### config.mk
export PLATFORM = sky130hd
export DESIGN_NAME = nibble_rtc
export DESIGN_NICKNAME = d
export VERILOG_FILES = /design/src/rtl/rtc_pkg.sv /design/src/rtl/rtc_tick_seq.sv /design/src/rtl/rtc_calendar.sv /design/src/rtl/rtc_alarm.sv /design/src/rtl/nibble_rtc.sv
export SDC_FILE = /design/constraint.sdc
export NUM_CORES = 1
export LEC_CHECK = 0
export ABC_AREA = 1
export BUFFER_PORTS_ARGS = -buffer_cell sky130_fd_sc_hd__buf_2
export CELL_PAD_IN_SITES_DETAIL_PLACEMENT = 0
export CELL_PAD_IN_SITES_GLOBAL_PLACEMENT = 2
export CORE_UTILIZATION = 38
export DETAILED_ROUTE_END_ITERATION = 12
export PLACE_DENSITY_LB_ADDON = 0.08
export SYNTH_ARGS = -nofsm -noshare
export SYNTH_HDL_FRONTEND = slang
export SYNTH_SLANG_ARGS = --single-unit
### constraint.sdc
create_clock -name clk -period 4.96 [get_ports clk]
set_input_delay 0.496 -clock clk [delete_from_list [all_inputs] [get_ports clk]]
set_output_delay 0.496 -clock clk [all_outputs]
set_load 0.005 [all_outputs]
### src/rtl/rtc_pkg.sv
package rtc_pkg;
  localparam int NIB_W    = 4;
  localparam int IDX_W    = 4;
  localparam int N_TIME   = 15;
  localparam int N_ALARM  = 9;
  localparam int CTRL_IDX = 15;
  localparam int FLAG_IDX = 14;
  localparam int DC_BIT   = 3;

  localparam int I_SU = 0, I_ST = 1, I_MU = 2, I_MT = 3, I_HU = 4, I_HT = 5;
  localparam int I_DW = 6, I_DU = 7, I_DT = 8, I_OU = 9, I_OT = 10;
  localparam int I_Y0 = 11, I_Y1 = 12, I_Y2 = 13, I_Y3 = 14;

  typedef logic [NIB_W-1:0] nib_t;
  typedef enum logic [1:0] {BK_TIME = 2'd0, BK_ALARM = 2'd1, BK_TIMER = 2'd2, BK_NONE = 2'd3} bank_e;

  // two-digit decimal value divisible by four
  function automatic logic by4(nib_t t, nib_t u);
    if ((t & 4'h1) != 4'h0) return (u == 4'd2) || (u == 4'd6);
    return (u == 4'd0) || (u == 4'd4) || (u == 4'd8);
  endfunction

  function automatic logic leap(nib_t y3, nib_t y2, nib_t y1, nib_t y0);
    if (y1 == 4'd0 && y0 == 4'd0) return by4(y3, y2);
    return by4(y1, y0);
  endfunction

  function automatic logic [7:0] mdays(logic [7:0] mo, logic lp);
    case (mo)
      8'h02: return lp ? 8'h29 : 8'h28;
      8'h04, 8'h06, 8'h09, 8'h11: return 8'h30;
      default: return 8'h31;
    endcase
  endfunction

  // units index of the two-digit alarm fields: sec, min, hour, day
  function automatic int pair_unit(int f);
    return (f < 3) ? 2 * f : I_DU;
  endfunction
endpackage

### src/rtl/rtc_tick_seq.sv
module rtc_tick_seq #(
  parameter int BUSY_CYC = 4
) (
  input  logic clk,
  input  logic rst,
  input  logic tick,
  input  logic stop,
  output logic busy,
  output logic adv
);
  localparam int CW = $clog2(BUSY_CYC + 1);

  logic [CW-1:0] cnt;

  always_ff @(posedge clk) begin
    if (rst) cnt <= '0;
    else if (cnt == '0) begin
      if (tick && !stop) cnt <= CW'(BUSY_CYC);
    end else cnt <= cnt - CW'(1);
  end

  assign busy = (cnt != '0);
  assign adv  = (cnt == CW'(1)) && !stop;

  p_window_bound_r4: assert property (@(posedge clk) disable iff (rst)
    cnt <= CW'(BUSY_CYC));
  p_adv_closes_r4: assert property (@(posedge clk) disable iff (rst)
    adv |=> !busy);
  p_stop_idle_r5: assert property (@(posedge clk) disable iff (rst)
    (stop && !busy) |=> !busy);
endmodule

### src/rtl/rtc_calendar.sv
module rtc_calendar
  import rtc_pkg::*;
(
  input  logic clk,
  input  logic rst,
  input  logic adv,
  input  logic wr_en,
  input  logic [IDX_W-1:0] wr_idx,
  input  nib_t wr_data,
  output logic [N_TIME-1:0][NIB_W-1:0] tm_o
);
  logic [N_TIME-1:0][NIB_W-1:0] tm_q, nx;
  logic c_mi, c_hr, c_dy, c_mo, c_yr, cy, lp;
  logic [7:0] last;

  always_comb begin
    nx   = tm_q;
    c_mi = 1'b0; c_hr = 1'b0; c_dy = 1'b0; c_mo = 1'b0; c_yr = 1'b0;
    cy   = 1'b0;
    lp   = leap(tm_q[I_Y3], tm_q[I_Y2], tm_q[I_Y1], tm_q[I_Y0]);
    last = mdays({tm_q[I_OT], tm_q[I_OU]}, lp);
    // seconds
    if (tm_q[I_SU] >= 4'd9) begin
      nx[I_SU] = '0;
      if (tm_q[I_ST] >= 4'd5) begin nx[I_ST] = '0; c_mi = 1'b1; end
      else nx[I_ST] = tm_q[I_ST] + 4'd1;
    end else nx[I_SU] = tm_q[I_SU] + 4'd1;
    // minutes
    if (c_mi) begin
      if (tm_q[I_MU] >= 4'd9) begin
        nx[I_MU] = '0;
        if (tm_q[I_MT] >= 4'd5) begin nx[I_MT] = '0; c_hr = 1'b1; end
        else nx[I_MT] = tm_q[I_MT] + 4'd1;
      end else nx[I_MU] = tm_q[I_MU] + 4'd1;
    end
    // hours
    if (c_hr) begin
      if (tm_q[I_HT] >= 4'd2 && tm_q[I_HU] >= 4'd3) begin
        nx[I_HU] = '0; nx[I_HT] = '0; c_dy = 1'b1;
      end else if (tm_q[I_HU] >= 4'd9) begin
        nx[I_HU] = '0; nx[I_HT] = tm_q[I_HT] + 4'd1;
      end else nx[I_HU] = tm_q[I_HU] + 4'd1;
    end
    // weekday and day of month
    if (c_dy) begin
      nx[I_DW] = (tm_q[I_DW] >= 4'd6) ? 4'd0 : tm_q[I_DW] + 4'd1;
      if ({tm_q[I_DT], tm_q[I_DU]} >= last) begin
        nx[I_DU] = 4'd1; nx[I_DT] = 4'd0; c_mo = 1'b1;
      end else if (tm_q[I_DU] >= 4'd9) begin
        nx[I_DU] = '0; nx[I_DT] = tm_q[I_DT] + 4'd1;
      end else nx[I_DU] = tm_q[I_DU] + 4'd1;
    end
    // month
    if (c_mo) begin
      if ({tm_q[I_OT], tm_q[I_OU]} >= 8'h12) begin
        nx[I_OU] = 4'd1; nx[I_OT] = 4'd0; c_yr = 1'b1;
      end else if (tm_q[I_OU] >= 4'd9) begin
        nx[I_OU] = '0; nx[I_OT] = tm_q[I_OT] + 4'd1;
      end else nx[I_OU] = tm_q[I_OU] + 4'd1;
    end
    // four year digits, ripple
    cy = c_yr;
    for (int k = I_Y0; k <= I_Y3; k++) begin
      if (cy) begin
        if (tm_q[k] >= 4'd9) nx[k] = '0;
        else begin nx[k] = tm_q[k] + 4'd1; cy = 1'b0; end
      end
    end
  end

  always_ff @(posedge clk) begin
    if (rst) begin
      tm_q       <= '0;
      tm_q[I_DU] <= 4'd1;
      tm_q[I_OU] <= 4'd1;
      tm_q[I_Y3] <= 4'd2;
    end else if (wr_en) tm_q[wr_idx] <= wr_data;
    else if (adv) tm_q <= nx;
  end

  assign tm_o = tm_q;

  p_sec_wrap_r6: assert property (@(posedge clk) disable iff (rst)
    (adv && !wr_en && tm_q[I_SU] == 4'd9 && tm_q[I_ST] == 4'd5)
      |=> (tm_q[I_SU] == 4'd0 && tm_q[I_ST] == 4'd0));
  p_dow_range_r7: assert property (@(posedge clk) disable iff (rst)
    (adv && !wr_en && tm_q[I_DW] <= 4'd6) |=> tm_q[I_DW] <= 4'd6);
  p_feb_leap_r8: assert property (@(posedge clk) disable iff (rst)
    (adv && !wr_en && c_dy && lp && {tm_q[I_OT], tm_q[I_OU]} == 8'h02
      && {tm_q[I_DT], tm_q[I_DU]} == 8'h28) |=> {tm_q[I_DT], tm_q[I_DU]} == 8'h29);
  p_year_step_r9: assert property (@(posedge clk) disable iff (rst)
    (adv && !wr_en && c_yr) |=> {tm_q[I_OT], tm_q[I_OU]} == 8'h01);
endmodule

### src/rtl/rtc_alarm.sv
module rtc_alarm
  import rtc_pkg::*;
(
  input  logic clk,
  input  logic rst,
  input  logic adv,
  input  logic wr_en,
  input  logic ctl_wr,
  input  logic [IDX_W-1:0] wr_idx,
  input  nib_t wr_data,
  input  logic [N_ALARM-1:0][NIB_W-1:0] tm,
  output logic [N_ALARM-1:0][NIB_W-1:0] al_o,
  output logic aie_o,
  output logic af_o,
  output logic irq_n
);
  localparam int N_FLD = 5;

  logic [N_ALARM-1:0][NIB_W-1:0] al_q;
  logic [N_FLD-1:0] fm;
  logic upd_q, aie_q, af_q, hit;

  for (genvar f = 0; f < N_FLD - 1; f++) begin : g_pair
    localparam int U = pair_unit(f);
    assign fm[f] = al_q[U+1][DC_BIT] |
                   ((al_q[U] == tm[U]) && ((al_q[U+1] & 4'h7) == (tm[U+1] & 4'h7)));
  end
  assign fm[N_FLD-1] = al_q[I_DW][DC_BIT] | ((al_q[I_DW] & 4'h7) == (tm[I_DW] & 4'h7));
  assign hit = &fm;

  always_ff @(posedge clk) begin
    if (rst) begin
      al_q  <= '0;
      upd_q <= 1'b0;
      aie_q <= 1'b0;
      af_q  <= 1'b0;
      irq_n <= 1'b1;
    end else begin
      upd_q <= adv;
      if (wr_en) al_q[wr_idx] <= wr_data;
      if (ctl_wr) aie_q <= wr_data[0];
      if (upd_q && hit) af_q <= 1'b1;
      else if (ctl_wr && !wr_data[1]) af_q <= 1'b0;
      irq_n <= ~(af_q & aie_q);
    end
  end

  assign al_o  = al_q;
  assign aie_o = aie_q;
  assign af_o  = af_q;

  p_match_sets_r10: assert property (@(posedge clk) disable iff (rst)
    (upd_q && hit) |=> af_q);
  p_flag_sticky_r11: assert property (@(posedge clk) disable iff (rst)
    (af_q && !(ctl_wr && !wr_data[1])) |=> af_q);
  p_irq_low_r12: assert property (@(posedge clk) disable iff (rst)
    (af_q && aie_q) |=> !irq_n);
  p_irq_high_r12: assert property (@(posedge clk) disable iff (rst)
    !(af_q && aie_q) |=> irq_n);
endmodule

### src/rtl/nibble_rtc.sv
module nibble_rtc
  import rtc_pkg::*;
#(
  parameter int BUS_W    = 8,
  parameter int BUSY_CYC = 4
) (
  input  logic             clk,
  input  logic             rst,
  input  logic             tick_1hz,
  input  logic             bus_sel,
  input  logic             bus_we,
  input  logic [3:0]       bus_addr,
  input  logic [BUS_W-1:0] bus_wdata,
  output logic [BUS_W-1:0] bus_rdata,
  output logic             irq_n
);
  logic [N_TIME-1:0][NIB_W-1:0]  tm;
  logic [N_ALARM-1:0][NIB_W-1:0] al;
  bank_e bank_q;
  logic  stop_q, tie_q, busy, adv, aie, af;
  logic  wr, is_ctl, t_we, a_we, ac_we, tc_we;
  logic  unused_wd;
  nib_t  wd, rd_nib;

  assign wd        = bus_wdata[NIB_W-1:0];
  assign unused_wd = ^bus_wdata;
  assign wr        = bus_sel && bus_we;
  assign is_ctl    = (bus_addr == IDX_W'(CTRL_IDX));
  assign t_we      = wr && !is_ctl && bank_q == BK_TIME;
  assign a_we      = wr && bank_q == BK_ALARM && bus_addr <= IDX_W'(N_ALARM - 1);
  assign ac_we     = wr && bank_q == BK_ALARM && bus_addr == IDX_W'(FLAG_IDX);
  assign tc_we     = wr && bank_q == BK_TIMER && bus_addr == IDX_W'(FLAG_IDX);

  rtc_tick_seq #(.BUSY_CYC(BUSY_CYC)) u_seq (
    .clk(clk), .rst(rst), .tick(tick_1hz), .stop(stop_q), .busy(busy), .adv(adv)
  );

  rtc_calendar u_cal (
    .clk(clk), .rst(rst), .adv(adv), .wr_en(t_we), .wr_idx(bus_addr),
    .wr_data(wd), .tm_o(tm)
  );

  rtc_alarm u_alm (
    .clk(clk), .rst(rst), .adv(adv), .wr_en(a_we), .ctl_wr(ac_we),
    .wr_idx(bus_addr), .wr_data(wd), .tm(tm[N_ALARM-1:0]), .al_o(al),
    .aie_o(aie), .af_o(af), .irq_n(irq_n)
  );

  always_ff @(posedge clk) begin
    if (rst) begin
      bank_q <= BK_TIME;
      stop_q <= 1'b0;
      tie_q  <= 1'b0;
    end else begin
      if (wr && is_ctl) begin
        bank_q <= bank_e'(wd[3:2]);
        stop_q <= wd[1];
      end
      if (tc_we) tie_q <= wd[0];
    end
  end

  always_comb begin
    rd_nib = '0;
    if (is_ctl) rd_nib = {bank_q, stop_q, busy};
    else begin
      case (bank_q)
        BK_TIME:  rd_nib = tm[bus_addr];
        BK_ALARM: begin
          if (bus_addr <= IDX_W'(N_ALARM - 1)) rd_nib = al[bus_addr];
          else if (bus_addr == IDX_W'(FLAG_IDX)) rd_nib = {2'b00, af, aie};
        end
        BK_TIMER: if (bus_addr == IDX_W'(FLAG_IDX)) rd_nib = {3'b000, tie_q};
        default:  rd_nib = '0;
      endcase
    end
  end

  always_ff @(posedge clk) begin
    if (rst) bus_rdata <= '0;
    else if (bus_sel && !bus_we) bus_rdata <= BUS_W'(rd_nib);
    else bus_rdata <= '0;
  end

  p_bank_load_r3: assert property (@(posedge clk) disable iff (rst)
    (wr && is_ctl) |=> bank_q == $past(bank_e'(wd[3:2])));
  p_idle_read_r2: assert property (@(posedge clk) disable iff (rst)
    !(bus_sel && !bus_we) |=> bus_rdata == '0);
  p_empty_bank_r13: assert property (@(posedge clk) disable iff (rst)
    (bus_sel && !bus_we && !is_ctl && bank_q == BK_NONE) |=> bus_rdata == '0);
endmodule

==> results of run 1 <==
## cell usage in the layout, fill, tap and decap left out, types with 13 or more instances in the layout
cell type and count:
nand2_1 206, inv_1 147, nor2_1 115, dfxtp_1 111, o21ai_0 109, a21oi_1 85
nand3_1 70, ha_1 52, o22ai_1 43, xnor2_1 36, buf_2 17, a211oi_1 16
xor2_1 16, a22oi_1 13
## per-layer routing
layer / track usage, % / wire length, um
met4: 5.433 / 318
met2: 42.83 / 11750
met3: 3.454 / 1114
met5: 0 / 0
met1: 36.67 / 12340
## power breakdown
group	switching, uW	internal, uW	leakage, uW	total (uW)
Sequential	49.3	929	0.000898	978
Clock	382	394	0.000142	776
Combinational	292	136	0.00237	428
Total	723	1460	0.00341	2180
## logic make-up (layout without fill, tap and decap cells)
group	count (synthesis)	after routing	synth area share (%)
and+or+nand+nor	427	427	23.82
AOI/OAI and AO/OA	290	290	21.66
buffers and inverters	195	199	10.32
DFF	111	111	29.48
xor gates and xnor gates	52	52	6.041
other	1	4	0.04974
adders and majority gates	52	52	8.631
## worst paths after layout
kind	cells after the start	end	start	slack, ns
worst max-delay path	18	u_cal.tm_o[51]	u_cal.tm_o[44]	1.45
worst min-delay path	4	bus_rdata[3]	bus_we	0.43
worst max register to register	18	u_cal.tm_o[51]	u_cal.tm_o[44]	1.45
worst min register to register	2	tie_q	tie_q	0.46
## flip-flops by register name (all words and copies together), names as in the netlist
register and flops:
u_alm.aie_o 1, u_cal.tm_o 60, u_alm.al_o 36, u_alm.upd_q 1
u_alm.af_o 1, u_alm.irq_n 1, u_seq.cnt 3, tie_q 1
bank_q 2, stop_q 1, bus_rdata 4
## cell type report
cell class	count	area, um2	share of cell area, %
Clock buffer	9	225.2	2.768
Sequential cell	111	2222	27.31
Multi-Input combinational cell	825	4549	55.92
Clock inverter	7	72.57	0.8920
Timing Repair Buffer	24	137.6	1.692
Tap cell	265	331.6	4.076
Inverter	159	596.8	7.336
## stage by stage
stage	power (uW)	instances	util (%)	instance area [um2]	setup slack, ns
final	2182	1400	41.80	8135	1.449
after global routing	2286	1400	41.80	8135	1.044
after floorplan	1295	1131	-	7550	2.453
after CTS	2200	1400	41.80	8135	1.476
after detailed placement	1425	1384	40.27	7838	1.498
after global placement	1428	1384	40.27	7838	1.500
## critical path, delay by kind of cell (launching register included)
kind	cells	cell delay (ns)
flip-flops	1	0.44
AND/OR/NAND/NOR	11	1.45
buffers and inverters	1	0.15
adder cells (fa/ha/maj)	2	0.55
AO/OA/AOI/OAI	4	0.81
==> summary.md, run 1 <==
| Metric | Value |
|---|---|
| Clock Sinks | `111` |
| Top cell type by total area after synthesis | `dfxtp_1` |
| First-pass DRT Iterations | `5` |
| Chip width | `142.8 um` |
| Top cell type's share of synthesized area | `29.48%` |
| Post-Route Skew | `0.01223 ns` |
| Synth cell types | `40` |
| Synth area leaders | `dfxtp_1, nand2_1, ha_1` |
| Layout area overhead | `7.917%` |
| Root Driver | `clkbuf_16` |
| Max Clk Rate | `284.9 MHz` |
| CP Data Arrival Time | `3.78 ns` |
| Slew HR | `42.17%` |
| Worst Path Required | `5.23 ns` |
| Initial antenna violation count | `0` |
| Worst hold path class | `primary input to flop` |
| Slew @ Worst Pin | `0.8662 ns` |
| Leak | `0.003408 uW` |
| Mapped Area | `7538 um2` |
| # fillers | `2124` |
| Gr usage total | `26.23%` |
| Slew Limit Fails | `0` |
| Cts bufs inserted | `9` |
| Row count | `51` |
| Async SR Flop Fraction | `0%` |
| CTS tree | `built` |
| RD Place Congestion | `0.8741` |
| Synth warn | `0` |
| Syn Area/Cell | `6.683 um2` |
| Wire length per cell | `18.23 um` |
| Die height | `142.8 um` |
| Largest stage delay, worst path | `0.44 ns` |
| Primary FF master, synth | `dfxtp_1` |
| First-pass GRT wire length | `39850 um` |
| Crit-path slowest cell | `dfxtp_1` |
| Post-CTS resize count | `0` |
| Hold Buf Count CTS | `0` |
| Sequential-to-total area share from yosys stat | `29.48%` |
| Number of remaining DRC errors | `0` |
| Skew-Pair Late Insertion Delay | `0.37 ns` |
| Largest net degree at the start of global routing | `43` |
| CP Cell Sequence | `inv_1 > ha_1 > o21ai_0 > o21ai_0 > o21ai_0 > o21ai_0 > ha_1 > nand2_1 > nor2_1 > nor2_1 > nand2_1 > nand2_1 > nor2_2 > nand3_1 > nand2_1 > nand3_1 > nand2_1 > nor2_1` |
| Setup Fix Bufs, Post-CTS | `0` |
| HPWL Detailed | `18660 um` |
| RSZ-0062 raised after global routing | `no` |
| DIE AREA | `20400 um2` |
| Final #Nets | `1199` |
| Initial DRC count | `498` |
| PD cells | `268.3 nW/um2` |
| Core Area | `19460 um2` |
| Worst Setup End Kind | `flop` |
| Final setup vio count | `0` |
| Startpoint types | `flop` |
| I/O pin cnt | `26` |
| Status | `complete, no violations` |
| Total wire length | `25530 um` |
| Overflow after GRT | `0` |
| PortBufs | `17` |
| Final period util | `70.78%` |
| Syn Inst Count | `1128` |
| Tmin final | `3.511 ns` |
| Initial core utilization | `38.73%` |
| Critical path's most frequent cell | `nand2_1` |
| Via count | `7311` |
| Worst-case vdd ir drop | `0.0001560 V` |
| Vias in the first global route | `6822` |
| Vias per cell | `5.222` |
| CTS clk-pin slew, worst paths | `0.08 ns` |
| Critical path fanouts, max | `14` |
| Max-cap check violation count | `0` |
| H-tree depth | `3` |
| EDFF count, synth | `0` |
| CP Class | `flop to flop` |
| Yosys reg bits | `111` |
| Antenna Violating Nets Remaining | `0` |
| Most frequent cell after synthesis | `nand2_1` |
| Clock Path Buffers | `2` |
| Final hold violation count | `0` |
| # diodes | `0` |
| Setup TNS | `0 ns` |
| Top post-synthesis cells by count | `nand2_1, inv_1, nor2_1` |
| Layout cells sized above 1 | `6.432%` |
| Fin Hold WS | `0.4326 ns` |
No activity file was read; power rests on OpenSTA's default activity.
==> inputs of run 2 (changes only) <==
--- a/config.mk
+++ b/config.mk
@@ -9,7 +9,7 @@
 export BUFFER_PORTS_ARGS = -buffer_cell sky130_fd_sc_hd__buf_2
 export CELL_PAD_IN_SITES_DETAIL_PLACEMENT = 0
 export CELL_PAD_IN_SITES_GLOBAL_PLACEMENT = 2
-export CORE_UTILIZATION = 38
+export CORE_UTILIZATION = 32
 export DETAILED_ROUTE_END_ITERATION = 12
 export PLACE_DENSITY_LB_ADDON = 0.08
 export SYNTH_ARGS = -nofsm -noshare
==> constraint.sdc (replaced) <==
create_clock -name clk -period 3 [get_ports clk]
set_input_delay 0.3 -clock clk [delete_from_list [all_inputs] [get_ports clk]]
set_output_delay 0.3 -clock clk [all_outputs]
set_load 0.005 [all_outputs]
==> summary.md, run 2 (synthesis results as in run 1) <==
| Metric | Value |
|---|---|
| Via count | `7489 (+2.4%)` |
| Critical path's most frequent cell | `nand2_1` |
| Antenna Violating Nets Remaining | `0 (unchanged)` |
| CP Class | `flop to flop` |
| Root Driver | `clkbuf_16` |
| Hold Buf Count CTS | `0 (unchanged)` |
| Worst-case vdd ir drop | `0.0002217 V (+42%)` |
| Row count | `55 (+7.8%)` |
| Total wire length | `28150 um (+10%)` |
| Number of remaining DRC errors | `0 (unchanged)` |
| Initial DRC count | `551 (+11%)` |
| Worst hold path class | `primary input to flop` |
| Switching pwr | `1245 uW (+72%)` |
| Clock power share | `35.4% (-0.2 points)` |
| Cts bufs inserted | `9 (unchanged)` |
| Max Clk Rate | `362.9 MHz (+27%)` |
| Initial antenna violation count | `0 (unchanged)` |
| Reg power frac | `43.1% (-1.7 points)` |
| Post-layout power | `3732 uW (+71%)` |
| Status | `complete, no violations` |
| CP Cell Sequence | `inv_1 > ha_1 > nand3_1 > nor2_1 > a31oi_1 > o21ai_1 > o21ai_1 > ha_1 > nand2_1 > nor2_2 > nor2_1 > nand2_1 > nand2_2 > nor2_4 > nand4_1 > nand2_2 > nand2_1 > nand2_1 > nor2_1` |
| DIE AREA | `24180 um2 (+18%)` |
| Post-Route Skew | `0.008081 ns (-0.004153 ns)` |
| First-pass DRT Iterations | `4 (-1)` |
| # fillers | `2579 (+21%)` |
| Wire length per cell | `18.76 um (+2.9%)` |
| Gate power share | `21.6% (+2.0 points)` |
| CP bufs+invs | `1 (unchanged)` |
| Sw Share | `33.37% (+0.23 points)` |
| Vias in the first global route | `7267 (+6.5%)` |
| Slew @ Worst Pin | `0.5300 ns (-0.3362 ns)` |
| First-pass GRT wire length | `43440 um (+9.0%)` |
| Most frequent cells in the layout | `nand2_1, inv_1, nor2_1, dfxtp_1, o21ai_0` |
| Largest net degree at the start of global routing | `44 (+2.3%)` |
| Clock Sinks | `111 (unchanged)` |
| Slew Limit Fails | `0 (unchanged)` |
| HPWL Detailed | `21070 um (+13%)` |
| Die height | `155.5 um (+8.8%)` |
| Delay-heaviest family, CP | `simple AND/OR/NAND/NOR gates` |
| Largest stage delay, worst path | `0.32 ns (-0.12 ns)` |
| Final setup vio count | `0 (unchanged)` |
| Power Internal | `2487 uW (+70%)` |
| Chip width | `155.5 um (+8.8%)` |
| Layout cells sized above 1 | `11.29% (+4.9 points)` |
| Final hold violation count | `0 (unchanged)` |
| Final #Nets | `1251 (+4.3%)` |
| Commonest non-fill, non-tap cell in the layout | `nand2_1` |
| Largest register FFs | `60 (unchanged)` |
| Core Area | `22850 um2 (+17%)` |
| Critical path fanouts, max | `5 (-9)` |
| # diodes | `0 (unchanged)` |
| CTS clk-pin slew, worst paths | `0.08 ns (about the same)` |
| Vias per cell | `4.993 (-4.4%)` |
| Leak | `0.003689 uW (+8.3%)` |
| Skew-Pair Late Insertion Delay | `0.36 ns (about the same)` |
| Core Util, Final | `37.84% (-4.0 points)` |
| CTS tree | `built` |
| RD Place Congestion | `0.8321 (-4.8%)` |
| I/O pin cnt | `26 (unchanged)` |
| PortBufs | `17 (unchanged)` |
| CP Data Arrival Time | `3.02 ns (-0.76 ns)` |
| Crit-path slowest cell | `dfxtp_1` |
| Gr usage total | `24.06% (-2.2 points)` |
| Tmin final | `2.756 ns (-0.7549 ns)` |
| Worst Path Required | `3.26 ns (-1.97 ns)` |
| Final period util | `91.86% (+21 points)` |
| Worst Setup End Kind | `flop` |
| Slew HR | `64.30% (+22 points)` |
| PD cells | `431.7 nW/um2 (+61%)` |
| H-tree depth | `3 (unchanged)` |
| Max-cap check violation count | `0 (unchanged)` |
| Initial core utilization | `33.00% (-5.7 points)` |
| Startpoint types | `flop` |
| Clock Path Buffers | `2 (unchanged)` |
| Layout area overhead | `14.67%` |
| Overflow after GRT | `0 (unchanged)` |
## run 2: worst min-delay path: stages
cell and delay [ns]:
buf_2 0.09, nor2_1 0.08, nand2_1 0.07, inv_1 0.03
## run 2: final timing paths
kind,depth (start not counted),slack [ns],to,start
max reg2reg,19,0.24,u_cal.tm_o[59],u_cal.tm_o[48]
min reg2reg,2,0.46,tie_q,tie_q
max,19,0.24,u_cal.tm_o[59],u_cal.tm_o[48]
min,4,0.25,bus_rdata[3],bus_we
## run 2: stage by stage
| stage | instances | hold WS [ns] | TNS [ns] | cell area [um2] | worst slack (ns) |
|---|---|---|---|---|---|
| 2_1_floorplan | 1131 | 0.3927 | 0 | 7550 | 0.4927 |
| 3_3_place_gp | 1483 | 0.4425 | 0 | 8293 | 0.06882 |
| 3_5_place_dp | 1483 | 0.4460 | 0 | 8293 | 0.04558 |
| 4_1_cts | 1499 | 0.2433 | 0 | 8598 | 0.01031 |
| 5_1_grt | 1500 | 0.2910 | -0.008063 | 8645 | -0.008063 |
| 6_report | 1500 | 0.2462 | 0 | 8645 | 0.2443 |
## run 2: power by group through the flow
stage / clock network [uW] / registers [uW] / logic [uW]
final: 1320 / 1610 / 804
after floorplan: 0 / 1620 / 517
after global placement: 0 / 1640 / 803
after global routing: 1410 / 1620 / 907
after CTS: 1360 / 1610 / 800
after detailed placement: 0 / 1640 / 795
## run 2: layout make-up
type                       count  area (um2)  share of cell area [%]
tap                          313       391.6                   4.530
inverter                     159       596.8                   6.904
clock buffer                  10       239.0                   2.765
multi-input combinational    825        4588                   53.08
sequential                   111        2222                   25.71
clock inverter                 6       66.31                  0.7671
timing repair buffer          76       540.5                   6.253
## run 2: what timing repair did
item | 4_1_cts | 5_1_grt
resized for setup | 0 | 16
setup endpoints to repair | 0 | 32
buffers inserted | 0 | 1
## run 2: per-layer routing
layer	global-route usage (%)	part of all wire (%)	routed length, um	up-vias
met1	33.60	49	13930	3484
met4	5.415	1.6	462	0
li1	-	-	-	3825
met3	2.340	3.2	898	30
met5	0	0	0	-
met2	39.85	46	12860	150
